==> src/rtl/pmc_pkg.sv <==
`timescale 1ns/1ps
package pmc_pkg;
  localparam int NUM_CTR    = 10;
  localparam int LO_GROUP   = 8;

  localparam int A_CTRL     = 0;
  localparam int A_FILT     = 1;
  localparam int A_ESEL0    = 2;
  localparam int A_ESEL1    = 3;
  localparam int A_STAT     = 4;
  localparam int A_CTR_BASE = 16;

  localparam int CTL_EN_LO  = 0;
  localparam int CTL_IE_LO  = 8;
  localparam int CTL_EN_HI  = 16;
  localparam int CTL_IE_HI  = 18;
  localparam int CTL_MODE   = 20;
  localparam int CTL_ACT    = 23;
  localparam int CTL_W      = 22;
  localparam int CTL_RD_W   = 24;

  localparam int FLT_U_LO   = 0;
  localparam int FLT_K_LO   = 8;
  localparam int FLT_U_HI   = 16;
  localparam int FLT_K_HI   = 18;
  localparam int FLT_W      = 20;

  typedef enum logic [1:0] {
    IRQ_OFF  = 2'd0,
    IRQ_FAST = 2'd1,
    IRQ_STD  = 2'd2,
    IRQ_RSVD = 2'd3
  } irq_mode_e;

  function automatic int grp_bit(input int lo_base, input int hi_base, input int idx);
    return (idx < LO_GROUP) ? lo_base + idx : hi_base + idx - LO_GROUP;
  endfunction
endpackage

==> src/rtl/pmc_counter.sv <==
`timescale 1ns/1ps
module pmc_counter #(
  parameter int CTR_W   = 48,
  parameter int OVF_BIT = CTR_W - 1
) (
  input  logic             clk,
  input  logic             rst_n,
  input  logic             inc_i,
  input  logic             wr_en_i,
  input  logic [CTR_W-1:0] wr_data_i,
  output logic [CTR_W-1:0] value_o,
  output logic             ovf_o
);
  logic [CTR_W-1:0] val_q;
  logic [CTR_W-1:0] val_inc;

  assign val_inc = val_q + CTR_W'(1);
  assign value_o = val_q;
  // flag only a 0->1 transition of the overflow bit caused by counting
  assign ovf_o   = inc_i && !wr_en_i && !val_q[OVF_BIT] && val_inc[OVF_BIT];

  always_ff @(posedge clk) begin
    if (!rst_n)       val_q <= '0;
    else if (wr_en_i) val_q <= wr_data_i;
    else if (inc_i)   val_q <= val_inc;
  end

  AST_WR_WINS: assert property (@(posedge clk) disable iff (!rst_n)
    wr_en_i |=> (val_q == $past(wr_data_i)));
  AST_IDLE_HOLD: assert property (@(posedge clk) disable iff (!rst_n)
    (!wr_en_i && !inc_i) |=> $stable(val_q));
  AST_OVF_BIT_SET: assert property (@(posedge clk) disable iff (!rst_n)
    ovf_o |=> val_q[OVF_BIT]);
endmodule

==> src/rtl/pmc_ctrl.sv <==
`timescale 1ns/1ps
module pmc_ctrl
  import pmc_pkg::*;
#(
  parameter int EVT_W  = 8,
  parameter int ADDR_W = 5,
  localparam int ESEL_W = 4 * EVT_W
) (
  input  logic                clk,
  input  logic                rst_n,
  input  logic                we_i,
  input  logic [ADDR_W-1:0]   addr_i,
  input  logic [ESEL_W-1:0]   wdata_i,
  input  logic [NUM_CTR-1:0]  ovf_i,
  output logic [NUM_CTR-1:0]  cnt_en_o,
  output logic [NUM_CTR-1:0]  usr_o,
  output logic [NUM_CTR-1:0]  krn_o,
  output logic [2*ESEL_W-1:0] esel_o,
  output logic [NUM_CTR-1:0]  status_o,
  output logic [CTL_RD_W-1:0] ctrl_rd_o,
  output logic [FLT_W-1:0]    filt_rd_o,
  output logic                irq_o
);
  logic [CTL_W-1:0]   ctrl_q;
  logic               act_q;
  logic [FLT_W-1:0]   filt_q;
  logic [ESEL_W-1:0]  esel0_q, esel1_q;
  logic [NUM_CTR-1:0] status_q;
  logic [NUM_CTR-1:0] ien;
  logic [NUM_CTR-1:0] clr;
  logic               ctrl_wr, filt_wr, esel0_wr, esel1_wr, stat_wr;
  irq_mode_e          mode;

  assign ctrl_wr  = we_i && (addr_i == ADDR_W'(A_CTRL));
  assign filt_wr  = we_i && (addr_i == ADDR_W'(A_FILT));
  assign esel0_wr = we_i && (addr_i == ADDR_W'(A_ESEL0));
  assign esel1_wr = we_i && (addr_i == ADDR_W'(A_ESEL1));
  assign stat_wr  = we_i && (addr_i == ADDR_W'(A_STAT));
  assign clr      = stat_wr ? wdata_i[NUM_CTR-1:0] : '0;
  assign mode     = irq_mode_e'(ctrl_q[CTL_MODE +: 2]);

  always_comb begin
    for (int i = 0; i < NUM_CTR; i++) begin
      cnt_en_o[i] = ctrl_q[grp_bit(CTL_EN_LO, CTL_EN_HI, i)];
      ien[i]      = ctrl_q[grp_bit(CTL_IE_LO, CTL_IE_HI, i)];
      usr_o[i]    = filt_q[grp_bit(FLT_U_LO, FLT_U_HI, i)];
      krn_o[i]    = filt_q[grp_bit(FLT_K_LO, FLT_K_HI, i)];
    end
  end

  assign irq_o     = (mode != IRQ_OFF) && (|(status_q & ien));
  assign esel_o    = {esel1_q, esel0_q};
  assign status_o  = status_q;
  assign ctrl_rd_o = {act_q, 1'b0, ctrl_q};
  assign filt_rd_o = filt_q;

  always_ff @(posedge clk) begin
    if (!rst_n) begin
      ctrl_q   <= '0;
      act_q    <= 1'b0;
      filt_q   <= '0;
      esel0_q  <= '0;
      esel1_q  <= '0;
      status_q <= '0;
    end else begin
      if (ctrl_wr) begin
        ctrl_q <= wdata_i[CTL_W-1:0];
        act_q  <= wdata_i[CTL_ACT];
      end else if (irq_o) begin
        act_q  <= 1'b1;
      end
      if (filt_wr)  filt_q  <= wdata_i[FLT_W-1:0];
      if (esel0_wr) esel0_q <= wdata_i;
      if (esel1_wr) esel1_q <= wdata_i;
      status_q <= (status_q & ~clr) | ovf_i;
    end
  end

  AST_STATUS_STICKY: assert property (@(posedge clk) disable iff (!rst_n)
    !stat_wr |=> ((status_q & $past(status_q)) == $past(status_q)));
  AST_NO_SPURIOUS_STATUS: assert property (@(posedge clk) disable iff (!rst_n)
    (ovf_i == '0) |=> ((status_q & ~$past(status_q)) == '0));
  AST_ACTIVE_FOLLOWS_IRQ: assert property (@(posedge clk) disable iff (!rst_n)
    (irq_o && !ctrl_wr) |=> act_q);
endmodule

==> src/rtl/pmc_bank.sv <==
`timescale 1ns/1ps
module pmc_bank
  import pmc_pkg::*;
#(
  parameter int CTR_W  = 48,
  parameter int EVT_W  = 8,
  parameter int ADDR_W = 5,
  localparam int NUM_EVT = 1 << EVT_W,
  localparam int ESEL_W  = 4 * EVT_W
) (
  input  logic               clk,
  input  logic               rst_n,
  input  logic               cyc_i,
  input  logic               inst_i,
  input  logic [NUM_EVT-1:0] evt_i,
  input  logic               priv_kernel_i,
  input  logic               reg_we_i,
  input  logic [ADDR_W-1:0]  reg_addr_i,
  input  logic [CTR_W-1:0]   reg_wdata_i,
  output logic [CTR_W-1:0]   reg_rdata_o,
  output logic               irq_o
);
  localparam int OVF_BIT = CTR_W - 1;

  logic [NUM_CTR-1:0]  cnt_en, usr, krn, status, inc, ovf, ctr_wr;
  logic [2*ESEL_W-1:0] esel_w;
  logic [CTL_RD_W-1:0] ctrl_rd;
  logic [FLT_W-1:0]    filt_rd;
  logic [CTR_W-1:0]    ctr_val [NUM_CTR];

  pmc_ctrl #(.EVT_W(EVT_W), .ADDR_W(ADDR_W)) u_ctrl (
    .clk      (clk),
    .rst_n    (rst_n),
    .we_i     (reg_we_i),
    .addr_i   (reg_addr_i),
    .wdata_i  (reg_wdata_i[ESEL_W-1:0]),
    .ovf_i    (ovf),
    .cnt_en_o (cnt_en),
    .usr_o    (usr),
    .krn_o    (krn),
    .esel_o   (esel_w),
    .status_o (status),
    .ctrl_rd_o(ctrl_rd),
    .filt_rd_o(filt_rd),
    .irq_o    (irq_o)
  );

  for (genvar i = 0; i < NUM_CTR; i++) begin : g_ctr
    logic hit;
    if (i == 0) begin : g_cyc
      assign hit = cyc_i;
    end else if (i == 1) begin : g_inst
      assign hit = inst_i;
    end else begin : g_sel
      logic [EVT_W-1:0] sel;
      // word A holds counters 2..5, word B counters 6..9; concatenation keeps (i-2)*EVT_W
      assign sel = esel_w[(i-2)*EVT_W +: EVT_W];
      assign hit = evt_i[sel];
    end
    assign inc[i]    = hit && cnt_en[i] && (priv_kernel_i ? krn[i] : usr[i]);
    assign ctr_wr[i] = reg_we_i && (reg_addr_i == ADDR_W'(A_CTR_BASE + i));

    pmc_counter #(.CTR_W(CTR_W), .OVF_BIT(OVF_BIT)) u_ctr (
      .clk      (clk),
      .rst_n    (rst_n),
      .inc_i    (inc[i]),
      .wr_en_i  (ctr_wr[i]),
      .wr_data_i(reg_wdata_i),
      .value_o  (ctr_val[i]),
      .ovf_o    (ovf[i])
    );
  end

  always_comb begin
    reg_rdata_o = '0;
    if (reg_addr_i == ADDR_W'(A_CTRL))  reg_rdata_o = CTR_W'(ctrl_rd);
    if (reg_addr_i == ADDR_W'(A_FILT))  reg_rdata_o = CTR_W'(filt_rd);
    if (reg_addr_i == ADDR_W'(A_ESEL0)) reg_rdata_o = CTR_W'(esel_w[ESEL_W-1:0]);
    if (reg_addr_i == ADDR_W'(A_ESEL1)) reg_rdata_o = CTR_W'(esel_w[2*ESEL_W-1:ESEL_W]);
    if (reg_addr_i == ADDR_W'(A_STAT))  reg_rdata_o = CTR_W'(status);
    for (int i = 0; i < NUM_CTR; i++) begin
      if (reg_addr_i == ADDR_W'(A_CTR_BASE + i)) reg_rdata_o = ctr_val[i];
    end
  end
endmodule

==> config.mk <==
export PLATFORM = sky130hd
export DESIGN_NAME = pmc_bank
export DESIGN_NICKNAME = d
export VERILOG_FILES = /design/src/rtl/pmc_pkg.sv /design/src/rtl/pmc_counter.sv /design/src/rtl/pmc_ctrl.sv /design/src/rtl/pmc_bank.sv
export SDC_FILE = /design/constraint.sdc
export NUM_CORES = 2
export LEC_CHECK = 0
export BUFFER_PORTS_ARGS = -buffer_cell sky130_fd_sc_hd__buf_2
export CAP_MARGIN = 20
export CORE_MARGIN = 2
export CORE_UTILIZATION = 55
export DETAILED_ROUTE_END_ITERATION = 8
export MAX_ROUTING_LAYER = met4
export PLACE_DENSITY = 0.84
export SETUP_SLACK_MARGIN = 0.2
export SLEW_MARGIN = 20
export SYNTH_ARGS = -nofsm -noshare
export SYNTH_HDL_FRONTEND = slang
export SYNTH_SLANG_ARGS = --single-unit
==> constraint.sdc <==
create_clock -name clk -period 5.4 [get_ports clk]
set_input_delay 0.27 -clock clk [delete_from_list [all_inputs] [get_ports clk]]
set_output_delay 0.27 -clock clk [all_outputs]
set_load 0.05 [all_outputs]
==> impl_metrics.csv <==
group,metric,value,unit
clocking,worst_skew_pair.late_latency,660,ps
global_routing,gr-total-overflow,0,
power_and_ir_drop,share_comb_of_total_power,16.2,%
sta,worst_clock_skew,13.2,ps
critical_path,crit_type,"reg2reg",
sta,tightestPinTransition,1400,ps
global_routing,grt_max_degree,163,
floorplan,core_area,93600,um2
synthesis,yosys_warnings,0,
power_and_ir_drop,pwr_density_cell,187,nW/um2
synthesis,leading_cell_types_by_total_area_after_synthesis,"sky130_fd_sc_hd__dfxtp_1 23%, sky130_fd_sc_hd__mux4_2 21%, sky130_fd_sc_hd__o21ai_0 4.9%",
final_layout,fraction_of_layout_cells_with_a_size_suffix_above_1,21.7,%
clocking,cts_tree,"yes",
floorplan,ioPinCount,364,
drt,detail_route.drc_violations,0,
clocking,ctsHoldBuffers,0,
synthesis,most_common_flop_cell_mapped_by_yosys,"sky130_fd_sc_hd__dfxtp_1",
power_and_ir_drop,power.clock.fraction,40.4,%
place,detailed_place_hpwl,186000,um
floorplan,start_util,55.6,%
synthesis,synth_area,52100,um2
global_routing,wire_length_of_the_first_global_routing_pass,370000,um
sta,rsz0062_at_grt,"no",
drt,first_pass_iters,7,
floorplan,die-height,312,um
critical_path,timing.critical_path.mode_cell,"sky130_fd_sc_hd__nand2_1",
floorplan,die_w,312,um
sta,timing_max_transition_violations_final,0,
drt,via_count,56300,
drt,drt-total-wl,257000,um
clocking,post_cts_resized,0,
sta,final-hold-violation-count,0,
synthesis,seq_area_frac_synth,23.0,%
synthesis,synthCells,5958,
synthesis,postSynthRegisterBits,597,
global_routing,antenna_violations_before_repair,23,
synthesis,number_of_library_cell_types_mapped_by_synthesis,95,
clocking,clock_tree.htree_level_count,2,
sta,fmaxAchievable,202,MHz
critical_path,crit_arrival,5540,ps
worst_hold_path,hold_depth,3,
critical_path,path_max_fanout,26,
sta,slew_headroom,5.95,%
critical_path,crit_path_start_kind,"flip-flop",
synthesis,syn_avg_cell_area,8.74,um2
drt,postRouteAntennaNets,0,
critical_path,critical_path.cell_chain,"inv_1 -> mux4_2 -> nand2_1 -> o21ai_0 -> o221ai_1 -> a2111oi_4 -> nand2_1 -> or4_1 -> a31oi_1",
floorplan,design.die.area,97200,um2
critical_path,end_kind,"flip-flop",
sta,setup_ws,450,ps
final_layout,num-fill-cells,8226,
drt,post_drt_wl_per_cell,35.1,um
power_and_ir_drop,cellLeakagePower,17.6,nW
status,run_status,"completed",
final_layout,final_cell_area,56600,um2
sta,final_critical_path_time_including_i_o_delays_and_setup,4950,ps
power_and_ir_drop,power.net_switching,0.00318,W
power_and_ir_drop,cellInternalPower,0.00741,W
critical_path,critPathRequiredTime,5990,ps
final_layout,layout_stage_area_growth_over_the_synthesis_result,8.61,%
final_layout,postLayoutCoreUtil,60.4,%
flow_run,maxCapViolCount,0,
drt,drt_first_iter_violations,9764,
global_routing,global_route.usage.total,52.9,%
clocking,tritoncts_num_sinks,597,
final_layout,final_nets,6304,
clocking,post_cts_buffers,0,
clocking,cts-root-to-sink-buffers,3,
place,port_buffers,363,
power_and_ir_drop,ir_worst_vdd,258,uV
place,detailed_place.area,54500,um2
power_and_ir_drop,pwr-share-seq,43.4,%
synthesis,synth-async-reset-ratio,0,%
critical_path,critical_path.slowest_cell,"sky130_fd_sc_hd__dfxtp_1",
place,final_weighted_congestion_in_routability_driven_placement,1.08,
sta,totalNegativeSetupSlack,0,ps
clocking,cts-root-buf,"sky130_fd_sc_hd__clkbuf_16",
global_routing,grt_pass1_vias,52700,
sta,final.period_utilization,91.7,%
critical_path,worst-r2r-cell-count,9,
sta,setup_violations,0,
synthesis,synth_edf_count,0,
power_and_ir_drop,swShare,30.0,%
critical_path,max_stage_delay,1060,ps
place,minimum_setup_slack_after_placement,709,ps
floorplan,floorplan.rows,112,
synthesis,yosysTopAreaCellShare,23.0,%
synthesis,synth_nets,6283,
synthesis,post-synth-top-area-cell,"sky130_fd_sc_hd__dfxtp_1",
worst_hold_path,min_path_type,"in2reg",
drt,drt-vias-per-instance,7.70,
clocking,cts.reportedPaths.clkPinSlew,70,ps
clocking,tritoncts.num_buffers,58,
## registers in the layout (all words and copies together), names as in the netlist
| register | count |
|---|---|
| u_ctrl.filt_rd_o | 20 |
| u_ctrl.esel0_q | 32 |
| g_ctr.u_ctr.value_o | 480 |
| u_ctrl.status_o | 10 |
| u_ctrl.esel1_q | 32 |
| u_ctrl.ctrl_q | 22 |
| u_ctrl.act_q | 1 |
## cell usage in the layout, fill, tap and decap left out, types with 21 or more instances in the layout
| cell | count |
|---|---|
| sky130_fd_sc_hd__dfxtp_1 | 569 |
| sky130_fd_sc_hd__nand2_1 | 562 |
| sky130_fd_sc_hd__o21ai_0 | 508 |
| sky130_fd_sc_hd__mux4_2 | 493 |
| sky130_fd_sc_hd__a21oi_1 | 488 |
| sky130_fd_sc_hd__buf_2 | 361 |
| sky130_fd_sc_hd__nor2_1 | 265 |
| sky130_fd_sc_hd__nand3_1 | 239 |
| sky130_fd_sc_hd__mux2i_1 | 188 |
| sky130_fd_sc_hd__xnor2_1 | 186 |
| sky130_fd_sc_hd__xor2_1 | 173 |
| sky130_fd_sc_hd__buf_4 | 168 |
| sky130_fd_sc_hd__nand4_1 | 161 |
| sky130_fd_sc_hd__a22oi_1 | 134 |
| sky130_fd_sc_hd__and3_1 | 110 |
| sky130_fd_sc_hd__a31oi_1 | 101 |
| sky130_fd_sc_hd__inv_1 | 92 |
| sky130_fd_sc_hd__a211oi_1 | 91 |
| sky130_fd_sc_hd__nor3_1 | 85 |
| sky130_fd_sc_hd__or3_1 | 74 |
| sky130_fd_sc_hd__nor4_1 | 74 |
| sky130_fd_sc_hd__mux2_2 | 70 |
| sky130_fd_sc_hd__clkbuf_16 | 61 |
| sky130_fd_sc_hd__and4_1 | 45 |
| sky130_fd_sc_hd__nor2b_1 | 44 |
| sky130_fd_sc_hd__o22ai_1 | 43 |
| sky130_fd_sc_hd__or4_1 | 38 |
| sky130_fd_sc_hd__and2_1 | 33 |
| sky130_fd_sc_hd__nand2b_1 | 32 |
| sky130_fd_sc_hd__diode_2 | 30 |
| sky130_fd_sc_hd__a311oi_1 | 25 |
| sky130_fd_sc_hd__o31ai_1 | 25 |
| sky130_fd_sc_hd__a22o_1 | 24 |
| sky130_fd_sc_hd__a221oi_1 | 23 |
| sky130_fd_sc_hd__a222oi_1 | 23 |
| sky130_fd_sc_hd__nand3b_1 | 22 |
| sky130_fd_sc_hd__o2111ai_1 | 21 |
| sky130_fd_sc_hd__or2_2 | 21 |
## critical path, delay by kind of cell, from the launching register on
kind            cells  cell delay, ps
flops               1            1060
simple gates        3            1320
buf+inv             1             490
compound gates      4            1500
mux                 1             500
## cell families (layout without fill, tap and decap cells)
family,Yosys count,in the layout,share of synthesized area (%)
flops,597,597,23.0
buf+inv,689,759,5.83
compound gates,1628,1628,19.0
fa+ha+maj,10,10,0.240
mux,761,761,27.0
xor+xnor,359,359,6.04
other cells,0,30,0
simple gates,1914,1914,19.0
## power groups by stage
| stage | clock, W | combinational, W | sequential, W |
|---|---|---|---|
| global placement | 0 | 0.00159 | 0.00469 |
| floorplan | 0 | 0.000874 | 0.00463 |
| global route | 0.00439 | 0.00173 | 0.00460 |
| CTS | 0.00424 | 0.00161 | 0.00459 |
| finish | 0.00428 | 0.00171 | 0.00460 |
| detailed placement | 0 | 0.00160 | 0.00469 |
## cell usage after synthesis, drive strengths merged, types with 23 or more instances
cell type  count
a221oi        24
a211oi        93
a22oi        135
a311oi        25
o31ai         26
nor4          75
nand2b        32
mux4         503
o21ai        509
buf          179
nor3          92
mux2i        188
a22o          24
and4          45
nor2b         44
nand3        239
xor2         173
nor2         269
a222oi        23
xnor2        186
clkbuf       406
nand4        163
and3         110
or4           40
dfxtp        597
inv           98
o22ai         44
and2          33
or3           74
mux2          70
a31oi        101
a21oi        488
nand2        573
## worst paths after layout
check	from	end	slack, ps
worst min register to register	u_ctrl.filt_rd_o[19]	u_ctrl.filt_rd_o[19]	470
worst min-delay path	reg_wdata_i[1]	u_ctrl.esel1_q[1]	70
worst max register to register	u_ctrl.esel1_q[12]	g_ctr[7].u_ctr.value_o[26]	450
worst max-delay path	u_ctrl.esel1_q[12]	g_ctr[7].u_ctr.value_o[26]	450
## layer usage
layer / vias up / GRT usage (%) / wire (um)
li1: 23100 / - / -
met1: 26700 / 57.9 / 80800
met2: 4993 / 77.0 / 111000
met3: 1531 / 15.1 / 33200
met4: 0 / 50.1 / 32100
met5: - / - / 0
## through the flow
step / hold WS (ps) / total power (W) / std cells
2_1_floorplan: 443 / 0.00550 / 5958
3_3_place_gp: 452 / 0.00628 / 7168
3_5_place_dp: 459 / 0.00629 / 7169
4_1_cts: 73.4 / 0.0104 / 7278
5_1_grt: 78.8 / 0.0107 / 7304
6_report: 66.8 / 0.0106 / 7312
## layout make-up
cell class	instances	area (um2)	share of cell area (%)
Antenna cell	30	75.1	0.133
Clock buffer	86	1750	3.09
Clock inverter	23	176	0.312
Inverter	104	395	0.699
Multi-Input combinational cell	4672	37200	65.8
Sequential cell	597	12000	21.2
Tap cell	1254	1570	2.77
Timing Repair Buffer	546	3350	5.93
Power figures use the tool's default switching activity.
